<file path="config.mk">
export PLATFORM = sky130hd
export DESIGN_NAME = ssc_code_gen
export DESIGN_NICKNAME = d
export VERILOG_FILES = /design/src/rtl/ssc_pkg.sv /design/src/rtl/ssc_activity_det.sv /design/src/rtl/ssc_prescaler.sv /design/src/rtl/ssc_lfsr.sv /design/src/rtl/ssc_code_gen.sv
export SDC_FILE = /design/constraint.sdc
export NUM_CORES = 1
export LEC_CHECK = 0
export ABC_AREA = 1
export BUFFER_PORTS_ARGS = -buffer_cell sky130_fd_sc_hd__buf_2
export CORE_ASPECT_RATIO = 0.9
export CORE_MARGIN = 2
export CORE_UTILIZATION = 60
export CTS_CLUSTER_SIZE = 25
export DETAILED_ROUTE_END_ITERATION = 8
export GPL_TIMING_DRIVEN = 1
export PLACE_DENSITY = 0.79
export SYNTH_ARGS = -nofsm -noshare
export SYNTH_HDL_FRONTEND = slang
export SYNTH_SLANG_ARGS = --single-unit
</file>
<file path="constraint.sdc">
create_clock -name clk_i -period 4.8 [get_ports clk_i]
set_clock_uncertainty 0.2 [all_clocks]
set_input_delay 0.48 -clock clk_i [delete_from_list [all_inputs] [get_ports clk_i]]
set_output_delay 0.48 -clock clk_i [all_outputs]
set_load 0.005 [all_outputs]
</file>
<file path="src/rtl/ssc_pkg.sv">
package ssc_pkg;

  typedef enum logic [1:0] {
    RATE_LOW   = 2'd0,
    RATE_MID   = 2'd1,
    RATE_HIGH  = 2'd2,
    RATE_SPARE = 2'd3
  } rate_sel_e;

  // Exponent offset added to the base shift: 0 -> N base, 1 -> 2x, 2 -> 4x.
  function automatic logic [1:0] rate_exp(input logic [1:0] sel);
    logic [1:0] e;
    case (sel)
      RATE_LOW:  e = 2'd0;
      RATE_HIGH: e = 2'd2;
      default:   e = 2'd1;
    endcase
    return e;
  endfunction

endpackage

</file>
<file path="src/rtl/ssc_activity_det.sv">
module ssc_activity_det
  import ssc_pkg::*;
#(
  parameter int unsigned SHIFT_LO = 4
) (
  input  logic       clk_i,
  input  logic       rst_ni,
  input  logic [1:0] sel_i,
  output logic [1:0] exp_o,
  output logic       busy_o
);

  localparam int unsigned WIN_W = SHIFT_LO + 4;

  logic [1:0]       samp_q, prev_q;
  logic [1:0]       lat_q, lat_d;
  logic [WIN_W-1:0] win_q, win_d;
  logic [WIN_W-1:0] edge_q, edge_d;
  logic             busy_q, busy_d;
  logic [WIN_W-1:0] win_last;
  logic [WIN_W-1:0] half_len;
  logic [WIN_W-1:0] edge_sum;
  logic             chg;
  logic             win_end;

  always_comb begin
    chg      = (samp_q != prev_q);
    half_len = WIN_W'(1) << (SHIFT_LO + lat_q);
    win_last = (half_len << 1) - WIN_W'(1);
    edge_sum = edge_q + WIN_W'(chg);
    win_end  = (win_q == win_last);
    lat_d    = lat_q;
    busy_d   = busy_q;
    if (win_end) begin
      win_d  = '0;
      edge_d = '0;
      busy_d = (edge_sum > half_len);
      lat_d  = rate_exp(samp_q);
    end else begin
      win_d  = win_q + WIN_W'(1);
      edge_d = edge_sum;
    end
  end

  always_ff @(posedge clk_i or negedge rst_ni) begin
    if (!rst_ni) begin
      samp_q <= '0;
      prev_q <= '0;
      lat_q  <= '0;
      win_q  <= '0;
      edge_q <= '0;
      busy_q <= 1'b0;
    end else begin
      samp_q <= sel_i;
      prev_q <= samp_q;
      lat_q  <= lat_d;
      win_q  <= win_d;
      edge_q <= edge_d;
      busy_q <= busy_d;
    end
  end

  assign exp_o  = rate_exp(samp_q);
  assign busy_o = busy_q;

  // the window position never runs past the latched window length
  p_window_bound_r7: assert property (@(posedge clk_i) disable iff (!rst_ni)
    win_q <= win_last);

  // the busy flag only moves at a window boundary
  p_busy_at_edge_r7: assert property (@(posedge clk_i) disable iff (!rst_ni)
    (busy_q != $past(busy_q)) |-> ($past(win_q) == $past(win_last)));

endmodule

</file>
<file path="src/rtl/ssc_prescaler.sv">
module ssc_prescaler #(
  parameter int unsigned SHIFT_LO = 4
) (
  input  logic       clk_i,
  input  logic       rst_ni,
  input  logic       run_i,
  input  logic [1:0] exp_i,
  output logic       tick_o
);

  localparam int unsigned CNT_W = SHIFT_LO + 2;

  logic [CNT_W-1:0] cnt_q, cnt_d;
  logic [CNT_W:0]   span;
  logic [CNT_W-1:0] last;
  logic             tick;

  always_comb begin
    span = (CNT_W+1)'(1) << (SHIFT_LO + exp_i);
    last = CNT_W'(span - (CNT_W+1)'(1));
    tick = run_i && (cnt_q >= last);
    if (!run_i || tick) cnt_d = '0;
    else                cnt_d = cnt_q + CNT_W'(1);
  end

  always_ff @(posedge clk_i or negedge rst_ni) begin
    if (!rst_ni) cnt_q <= '0;
    else         cnt_q <= cnt_d;
  end

  assign tick_o = tick;

  // with N of at least 2, strobes are never back to back
  p_tick_gap_r2: assert property (@(posedge clk_i) disable iff (!rst_ni)
    tick_o |=> !tick_o);

  // the first enabled cycle after a stop never strobes
  p_resume_quiet_r9: assert property (@(posedge clk_i) disable iff (!rst_ni)
    ($past(!run_i) && run_i) |-> !tick_o);

endmodule

</file>
<file path="src/rtl/ssc_lfsr.sv">
module ssc_lfsr #(
  parameter int unsigned   W    = 15,
  parameter int unsigned   TAP  = 13,
  parameter logic [W-1:0]  SEED = W'(1)
) (
  input  logic         clk_i,
  input  logic         rst_ni,
  input  logic         adv_i,
  output logic [W-1:0] state_o
);

  logic [W-1:0] state_q, state_d;
  logic         fb;

  always_comb begin
    fb      = state_q[W-1] ^ state_q[TAP];
    state_d = adv_i ? {state_q[W-2:0], fb} : state_q;
  end

  always_ff @(posedge clk_i or negedge rst_ni) begin
    if (!rst_ni) state_q <= SEED;
    else         state_q <= state_d;
  end

  assign state_o = state_q;

  // a maximal-length register never reaches the all-zero lock state
  p_nonzero_r5: assert property (@(posedge clk_i) disable iff (!rst_ni)
    state_q != '0);

  // without an advance request the state is frozen
  p_hold_r6: assert property (@(posedge clk_i) disable iff (!rst_ni)
    !adv_i |=> $stable(state_q));

  // an advance shifts the register up by one place
  p_shift_r3: assert property (@(posedge clk_i) disable iff (!rst_ni)
    adv_i |=> (state_q[W-1:1] == $past(state_q[W-2:0])));

endmodule

</file>
<file path="src/rtl/ssc_code_gen.sv">
module ssc_code_gen #(
  parameter int unsigned        SHIFT_LO = 4,
  parameter int unsigned        LFSR_W   = 15,
  parameter int unsigned        LFSR_TAP = 13,
  parameter int unsigned        CODE_W   = 7,
  parameter logic [LFSR_W-1:0]  SEED     = LFSR_W'(1)
) (
  input  logic              clk_i,
  input  logic              rst_ni,
  input  logic [1:0]        rate_sel_i,
  input  logic              force_off_i,
  output logic [CODE_W-1:0] code_o,
  output logic              step_o
);

  localparam logic [CODE_W-1:0] MID_CODE = CODE_W'(1) << (CODE_W - 1);

  logic [1:0]        rst_sync_q;
  logic              rst_n;
  logic [1:0]        rate_exp;
  logic              busy;
  logic              mod_en;
  logic              tick;
  logic [LFSR_W-1:0] state;

  always_ff @(posedge clk_i or negedge rst_ni) begin
    if (!rst_ni) rst_sync_q <= '0;
    else         rst_sync_q <= {rst_sync_q[0], 1'b1};
  end
  assign rst_n = rst_sync_q[1];

  ssc_activity_det #(.SHIFT_LO(SHIFT_LO)) u_det (
    .clk_i  (clk_i),
    .rst_ni (rst_n),
    .sel_i  (rate_sel_i),
    .exp_o  (rate_exp),
    .busy_o (busy)
  );

  assign mod_en = !(busy || force_off_i);

  ssc_prescaler #(.SHIFT_LO(SHIFT_LO)) u_pre (
    .clk_i  (clk_i),
    .rst_ni (rst_n),
    .run_i  (mod_en),
    .exp_i  (rate_exp),
    .tick_o (tick)
  );

  ssc_lfsr #(.W(LFSR_W), .TAP(LFSR_TAP), .SEED(SEED)) u_lfsr (
    .clk_i   (clk_i),
    .rst_ni  (rst_n),
    .adv_i   (tick),
    .state_o (state)
  );

  always_comb begin
    code_o = mod_en ? state[CODE_W-1:0] : MID_CODE;
    step_o = tick;
  end

  // with modulation enabled across a cycle, the code moves only after a strobe
  p_code_steady_r4: assert property (@(posedge clk_i) disable iff (!rst_n)
    (!$past(step_o) && $past(mod_en) && mod_en) |-> $stable(code_o));

  // no strobe leaves the block while modulation is off
  p_quiet_when_off_r6: assert property (@(posedge clk_i) disable iff (!rst_n)
    !mod_en |-> !step_o);

endmodule

</file>
Word level (Yosys, flattened, before mapping) --
Cells that the tools add are included.
Cells by class: add/sub/neg operators 7, multipliers 0, div/mod/pow operators 0, order comparisons 2, equal/unequal tests 3, shifts and indexed selects 2, multiplexer cells 5, bitwise operators 1, reductions and logical operators 5
Operators by type and width (count):
- left shift 1 x 32 -> 6 bit, first input constant | 1
- left shift 1 x 32 -> 8 bit, first input constant | 1
- two-way mux 8 bit | 2
- adder 3 x 2 -> 4 bit, first input constant | 2
- adder 8 x 1 -> 8 bit | 1
- adder 8 x 1 -> 8 bit, second input constant | 1
- == test 8 bit | 1
- > comparator 8 bit | 1
- subtractor 8 x 1 -> 8 bit, second input constant | 1
- two-way mux 7 bit | 1
- adder 6 x 1 -> 6 bit, second input constant | 1
- >= comparator 6 bit | 1
- two-way mux 6 bit | 1
- subtractor 6 x 1 -> 6 bit, second input constant | 1
- one-hot mux 2 bit (2 select lines) | 1
- == test 2 bit, second input constant | 1
- logical NOT 2 bit | 1
- logical OR 1 bit | 2
- != test 2 bit | 1
- logical AND 1 bit | 1
- logical NOT 1 bit | 1
- bitwise XOR 1 bit | 1
Word-level totals: register bits 46, latch bits 0, RAM bits 0, bits in read-only memories 0, word-level logic and storage cells 34, memories 0

Depth between registers and ports, before layout --
Gate-level depths: netlist (run 1).
depth after elaboration 9, depth in mapped cells 16

Hierarchy --
A second synthesis (run 1) with hierarchy kept.
Unflattened totals: cell total of the unflattened synthesis 274, area total of the unflattened synthesis 2280.9 um^2
By module, submodules not included:
- ssc_activity_det | instances 1, cells an instance 154, area each 1228.7 um^2, sequential area each 575.6 um^2
- ssc_lfsr | instances 1, cells an instance 61, area each 594.3 um^2, sequential area each 376.6 um^2
- ssc_prescaler | instances 1, cells an instance 38, area each 334.1 um^2, sequential area each 150.1 um^2
- ssc_code_gen | instances 1, cells an instance 21, area each 123.9 um^2, sequential area each 50.0 um^2

Least setup slack after synthesis (run 1) --
OpenSTA, ideal clock, no wires.
path type reg-to-reg, start reg u_det.samp_q[0], end reg u_det.busy_q, in the netlist u_det.busy_o, setup time 117 ps, data arrival time 1948 ps, required time 4483 ps, setup slack 2534 ps, cell stages (with the launch flop) 16, buffers on the path 0, path through dfrtp_1 > xnor2_1 > nand2_1 > ha_1 > ha_1 > nand3_1 > nor2_1 > nand2_1 > nand2_1 > nand2_1 > ha_1 > nand4_1 > nor2_1 > nand2_1 > nand3_1 > nand2_1
Between the ends: longest elaborated chain between the ends 3
RTL lines:
- start, declared | line ssc_activity_det.sv:15 | logic [1:0] samp_q, prev_q;
- start signal, assigned | line ssc_activity_det.sv:54 | samp_q <= sel_i;
- != test 2 bit | line ssc_activity_det.sv:27 | chg = (samp_q != prev_q);
- adder 8 x 1 -> 8 bit | line ssc_activity_det.sv:30 | edge_sum = edge_q + WIN_W'(chg);
- > comparator 8 bit | line ssc_activity_det.sv:37 | busy_d = (edge_sum > half_len);
- end signal, assigned | line ssc_activity_det.sv:59 | busy_q <= busy_d;
- end, declared | line ssc_activity_det.sv:19 | logic busy_q, busy_d;
No other way between the ends. A chain may end at the register's enable or synchronous reset.

Worst setup path after layout (run 1) --
start reg u_det.samp_q[0], end out step_o
Between the ends: longest elaborated chain between the ends 7
RTL lines:
- == test 2 bit / logical NOT 2 bit (equally long branches) | line ssc_pkg.sv:13 | case (sel)
- one-hot mux 2 bit (2 select lines) * | line ssc_pkg.sv:13
- adder 3 x 2 -> 4 bit * | line ssc_prescaler.sv:19 | span = (CNT_W+1)'(1) << (SHIFT_LO + exp_i);
- left shift 1 x 32 -> 6 bit * | line ssc_prescaler.sv:19
- subtractor 6 x 1 -> 6 bit * | line ssc_prescaler.sv:20 | last = CNT_W'(span - (CNT_W+1)'(1));
- >= comparator 6 bit * | line ssc_prescaler.sv:21 | tick = run_i && (cnt_q >= last);
- logical AND 1 bit * | line ssc_prescaler.sv:21
- end, declared | line ssc_code_gen.sv:13 | output logic step_o
Mark *: on every way between the ends. The rest lies on a longest branch, timed or not.

==> run summary, run 1 <==
syn_area_per_cell: 8.52 um^2
Max-slew headroom: 38.9%
crit-path max cell delay: 0.43 ns
met3 Use GR: 7.68%
DR vias: 1519
first-pass GRT wire length: 5.93 mm
largest net degree at the start of global routing: 45
Core Box Area: 3430 um^2
Syn-to-layout area delta: 9.31%
full die area: 4150 um^2
Critical Path Fanout Max: 24
crit-path cells: inv_1 > nand2_1 > ha_1 > a21oi_1 > o21ai_1 > nand2_2 > clkinv_1 > buf_2
CTS Hold Buffers Added: 1
DRC Markers: 0
worst hold path class: in -> reg
endpoints failing setup: 0
HPWL Detailed: 2.29 mm
Synthesis Warnings: 0
gr busiest metal: met2
vias in the first global route: 1405
DRT antenna net count: 0
Chip Width: 67.7 um
Mapped Cells: 257
endpoints failing hold: 0
antenna violations before repair: 0
worst vdd ir: 0.283 mV
Core Rows: 20
DR iter-0 viols: 60
Post-Syn Area: 2190 um^2
setup repair bufs after CTS: 0
I/O pin count: 13
GR Util All Layers: 20.0%
GR Overflow Total: 0
Synth Register Bits: 46
Num Clock Sinks: 46
clock-pin transition on the worst setup and hold timing paths: 0.08 ns
TritonCTS clock tree: done
DR WL/cell: 10.7 um
Crit Path Class: reg -> out
WL final: 3.40 mm
CTS H-tree lvls: 2
FMAX: 352 MHz
Max Slew Vio Count: 0
met2 global-route usage: 30.7%
worst skew pair latency: 0.30 ns
# fillers: 244
CP Capture Type: primary output
Critical Path AT: 2.16 ns
share of cells above drive strength 1: 10.6%
ant diodes: 0
CTS resizes: 0
Pre-antenna DRT Iters: 4
Pleak: 0.00118 uW
vias per cell: 4.78
Placer Congestion: 0.750
clk root buf: clkbuf_8
PD cells: 382 nW/um^2
minimum clock period after layout: 2.84 ns
cts bufs inserted: 5
slowest cell on the critical path: dfrtp_1
M1 GR Usage: 26.2%
die height: 61.3 um
nets: 288
Starting Density: 63.9%
Max-Cap Viols: 0
CTS Buffer Depth: 2
Seq/Total Area, Yosys: 52.6%
RSZ-0062 raised after global routing: false
WHS: 0.0904 ns
Worst Tran Pin Value: 0.917 ns
outcome: finished, final reports clean
number of port buffers: 12
setup_tns: 0 ns
Final period util: 59.2%
worst path required time: 4.12 ns
startpoint types: register
Syn Nets: 272
Synth cell types: 25
final timing paths:
check | slack [ns] | end | start | cells past startpoint
setup / recovery | 1.96 | step_o | u_det.samp_q[0] | 8
hold / removal | 0.09 | u_det.samp_q[1] | rate_sel_i[1] | 1
setup reg to reg | 2.39 | u_det.busy_o | u_det.samp_q[0] | 15
hold reg to reg | 0.16 | rst_sync_q[1] | rst_sync_q[0] | 0
max in group asynchronous | 3.61 | u_lfsr.state_o[11] | rst_sync_q[1] | 0
min in group asynchronous | 0.22 | u_pre.cnt_q[0] | rst_sync_q[1] | 0
power by group:
group          internal, uW  switching [uW]  total, uW
logic                  69.6            93.7        163
registers               423            36.0        459
clock network           170             121        291
cells in the mapped netlist (all sizes together):
| library cell | count | area share, % |
|---|---|---|
| dfstp | 1 | 1.2 |
| inv | 36 | 6.2 |
| nand3 | 16 | 3.9 |
| o21ai | 11 | 2.5 |
| ha | 10 | 5.7 |
| or2 | 2 | 0.57 |
| xnor2 | 5 | 2.0 |
| clkinv | 1 | 0.17 |
| nor3 | 4 | 0.91 |
| dfrtp | 45 | 51 |
| buf | 4 | 1.8 |
| xor2 | 5 | 2.0 |
| nand4 | 2 | 0.57 |
| a21oi | 6 | 1.4 |
| conb | 1 | 0.17 |
| nor2 | 32 | 6.3 |
| nand2 | 76 | 13 |
cell type report:
type	count	area (um^2)	area share, %
clock buffer	7	86.3	3.61
inverter	37	139	5.80
timing repair buffer	13	70.1	2.93
clock inverter	1	30.0	1.25
multi-input combinational	170	860	35.9
tap	44	55.1	2.30
sequential	46	1150	48.2
metal layers:
| layer | vias to the layer above | wire [um] |
|---|---|---|
| met5 | - | 0 |
| met4 | 0 | 46 |
| met3 | 4 | 121 |
| met2 | 24 | 1520 |
| met1 | 669 | 1710 |
| li1 | 822 | - |
cell usage in the layout, fill, tap and decap left out, types with 2 or more instances in the layout:
cell type / count
a21oi_1: 6
buf_2: 12
clkbuf_8: 6
dfrtp_1: 44
ha_1: 10
inv_1: 35
nand2_1: 74
nand2_2: 2
nand3_1: 15
nand4_1: 2
nor2_1: 29
nor2_4: 2
nor3_1: 4
o21ai_0: 2
o21ai_1: 9
xnor2_1: 5
xor2_1: 5
metrics by stage:
| step | util, % | instances | setup WS (ns) | area [um^2] | power, uW |
|---|---|---|---|---|---|
| floorplan | - | 257 | 2.53 | 2190 | 594 |
| CTS | 69.8 | 318 | 1.94 | 2390 | 923 |
| finish | 69.8 | 318 | 1.96 | 2390 | 913 |
| global placement | 66.1 | 309 | 2.32 | 2270 | 625 |
| global route | 69.8 | 318 | 1.70 | 2390 | 982 |
| detailed placement | 66.1 | 309 | 2.28 | 2270 | 629 |
cell families (layout without fill, tap and decap cells):
| group | count (synthesis) | count (layout) | synth area share, % |
|---|---|---|---|
| AOI/OAI and AO/OA | 17 | 17 | 3.89 |
| xor gates and xnor gates | 10 | 10 | 4.00 |
| adders and majority gates | 10 | 10 | 5.71 |
| buffers and inverters | 41 | 58 | 8.11 |
| DFF | 46 | 46 | 52.6 |
| other | 1 | 1 | 0.171 |
| and+or+nand+nor | 132 | 132 | 25.5 |
worst max-delay path: cells and delay by family, from the launching register on:
family          cells  cell delay, ns
compound gates      2            0.22
flops               1            0.43
fa+ha+maj           1            0.28
buf+inv             3            0.57
simple gates        2            0.36
flip-flops by register name, indices dropped and copies added, names as in the netlist:
signal          count
rst_sync_q          2
u_det.busy_o        1
u_det.edge_q        8
u_det.lat_q         2
u_det.prev_q        2
u_det.samp_q        2
u_det.win_q         8
u_lfsr.state_o     15
u_pre.cnt_q         6
(Power assumes the default switching activity.)
==> run 2: changes to the inputs <==
--- a/config.mk
+++ b/config.mk
@@ -5,15 +5,15 @@
 export SDC_FILE = /design/constraint.sdc
 export NUM_CORES = 1
 export LEC_CHECK = 0
-export ABC_AREA = 1
+export ABC_AREA = 0
 export BUFFER_PORTS_ARGS = -buffer_cell sky130_fd_sc_hd__buf_2
 export CORE_ASPECT_RATIO = 0.9
 export CORE_MARGIN = 2
-export CORE_UTILIZATION = 60
+export CORE_UTILIZATION = 54
 export CTS_CLUSTER_SIZE = 25
 export DETAILED_ROUTE_END_ITERATION = 8
 export GPL_TIMING_DRIVEN = 1
-export PLACE_DENSITY = 0.79
+export PLACE_DENSITY = 0.75
 export SYNTH_ARGS = -nofsm -noshare
 export SYNTH_HDL_FRONTEND = slang
 export SYNTH_SLANG_ARGS = --single-unit
==> constraint.sdc (replaced) <==
create_clock -name clk_i -period 2.47 [get_ports clk_i]
set_clock_uncertainty 0.2 [all_clocks]
set_input_delay 0.247 -clock clk_i [delete_from_list [all_inputs] [get_ports clk_i]]
set_output_delay 0.247 -clock clk_i [all_outputs]
set_load 0.005 [all_outputs]
==> run summary, run 2 <==
outcome: finished, final reports clean
WHS: 0.0249 ns
number of synthesized flops with an enable pin: 0
cts bufs inserted: 5
clk root buf: clkbuf_8
Crit Path Class: reg -> reg
vias per cell: 5.37
die height: 64.5 um
syn_area_per_cell: 12.4 um^2
Chip Width: 71.3 um
Post-synth top cells: dfrtp_1 (45), nor2_1 (17), xor2_1 (12)
internal power: 1390 uW
Synth top area share: 51.2%
Pre-antenna DRT Iters: 4
Finished Layout Cells: 251
Critical Path AT: 2.41 ns
DRT antenna net count: 0
startpoint types: register
PD cells: 743 nW/um^2
commonest cells after routing, fill and taps aside: dfrtp_1 (45), nor2_1 (16), buf_2 (12), xor2_1 (11)
Final period util: 98.4%
Max-Cap Viols: 0
worst hold path class: reg -> async
FMAX: 412 MHz
worst skew pair latency: 0.29 ns
Comb pwr share: 22.8%
Post-Syn Area: 2200 um^2
endpoints failing setup: 0
CP Capture Type: register
worst vdd ir: 0.603 mV
Async S/R FF share, synth: 100%
Synthesis Warnings: 0
most frequent cell after synthesis: dfrtp_1
I/O pin count: 13
Synth Flop Type: dfrtp_1
Pleak: 0.00130 uW
clock-pin transition on the worst setup and hold timing paths: 0.08 ns
Seq/Total Area, Yosys: 52.4%
Syn Nets: 192
area leader, netlist: dfrtp_1
Synth cell types: 41
Area contributors post-synth: dfrtp_1 (51%), mux2_4 (6.1%), ha_1 (5.7%)
full die area: 4600 um^2
Critical Path Fanout Max: 5
ant diodes: 0
number of port buffers: 12
first-pass GRT wire length: 6.18 mm
Placer Congestion: 0.820
max reg flops: 15
HPWL Detailed: 2.47 mm
vias in the first global route: 1401
DR iter-0 viols: 29
DRC Markers: 0
Syn-to-layout area delta: 16.1%
share of cells above drive strength 1: 28.3%
# fillers: 280
Net Sw Frac: 26.7%
DR WL/cell: 13.9 um
largest net degree at the start of global routing: 24
Core Rows: 21
WL final: 3.49 mm
Final Util: 67.0%
Core Box Area: 3810 um^2
Num Clock Sinks: 46
Mapped Cells: 177
TritonCTS clock tree: done
antenna violations before repair: 0
nets: 219
minimum clock period after layout: 2.43 ns
CTS H-tree lvls: 2
GR Overflow Total: 0
worst path required time: 2.45 ns
Seq pwr share: 47.5%
DR vias: 1347
Max Slew Vio Count: 0
GR Util All Layers: 17.1%
Synth Register Bits: 46
CTS Buffer Depth: 2
switching power: 507 uW
setup_tns: 0 ns
Clock power frac: 29.7%
Placed Cells: 238
RSZ-0062 raised after global routing: true
commonest non-fill, non-tap cell in the layout: dfrtp_1
Starting Density: 57.7%
endpoints failing hold: 0
-- run 2: cell types whose count changed after synthesis, moves of 7 or more --
cell and change:
inv_1 -32, and2_1 +8, nand3_1 -8, xor2_1 +7
o21ai_1 -9, mux2_4 +9, nor2_1 -12, nand2_1 -65
mux2_2 +7
-- run 2: routing by layer --
metal  track usage [%]  wire length (um)
met4              4.95                47
met5                 0                 0
met3              4.67                96
met1              22.8              1680
met2              27.3              1660
-- run 2: final timing paths --
check | from | endpoint | slack, ns | cells past startpoint
setup / recovery | u_det.samp_q[0] | u_det.busy_o | 0.04 | 11
hold / removal | rst_sync_q[1] | u_lfsr.state_o[7] | 0.02 | 1
setup reg to reg | u_det.samp_q[0] | u_det.busy_o | 0.04 | 11
hold reg to reg | rst_sync_q[1] | u_lfsr.state_o[7] | 0.02 | 1
max in group asynchronous | rst_sync_q[1] | u_lfsr.state_o[0] | 1.76 | 1
min in group clk_i | rst_sync_q[0] | rst_sync_q[1] | 0.16 | 0
-- run 2: through the flow --
| step | cell area (um^2) | setup slack (ns) | total power, uW |
|---|---|---|---|
| 5_1_grt | 2550 | -0.113 | 1990 |
| 3_5_place_dp | 2310 | -0.0492 | 1210 |
| 4_1_cts | 2490 | 0.0136 | 1820 |
| 3_3_place_gp | 2310 | 0.0696 | 1180 |
| 2_1_floorplan | 2200 | 0.0659 | 1110 |
| 6_report | 2550 | 0.0402 | 1900 |
-- run 2: worst max-delay path, cell delays in order, from the launching register on --
cell,delay (ns)
dfrtp_1,0.40
xnor2_1,0.13
nand2_1,0.10
ha_4,0.17
ha_4,0.15
nand3_4,0.10
xnor2_2,0.17
ha_1,0.31
nor4bb_4,0.29
nand3_1,0.10
o22ai_1,0.11
mux2i_1,0.09
-- run 2: power by group through the flow --
stage | combinational [uW] | clock [uW] | sequential, uW
after floorplan | 229 | 0 | 885
final | 432 | 563 | 901
after global placement | 294 | 0 | 885
after global routing | 479 | 604 | 909
after CTS | 368 | 576 | 875
after detailed placement | 317 | 0 | 891
-- run 2: cell families after synthesis --
family | Yosys count | share of synthesized area, %
simple gates | 66 | 17.1
xor+xnor | 19 | 7.57
buf+inv | 6 | 2.62
mux | 18 | 10.6
flops | 46 | 52.4
compound gates | 11 | 3.76
fa+ha+maj | 10 | 5.69
other cells | 1 | 0.171
-- run 2: repair_timing --
item	in CTS	in global routing
buffers inserted	2	0
hold endpoints to repair	4	0
endpoints found under the setup margin	2	1
pin swaps	2	5
gates resized for setup	3	9
hold buffers	3	0
-- run 2: layout make-up --
type / count / area, um^2 / area share (%)
flip-flops and latches: 46 / 1150 / 45.2
multi-input cells: 125 / 1060 / 41.7
inverters: 3 / 11.3 / 0.441
clock inverters: 1 / 30.0 / 1.18
well taps: 46 / 57.6 / 2.26
repair buffers: 23 / 150 / 5.89
clock buffers: 7 / 86.3 / 3.38
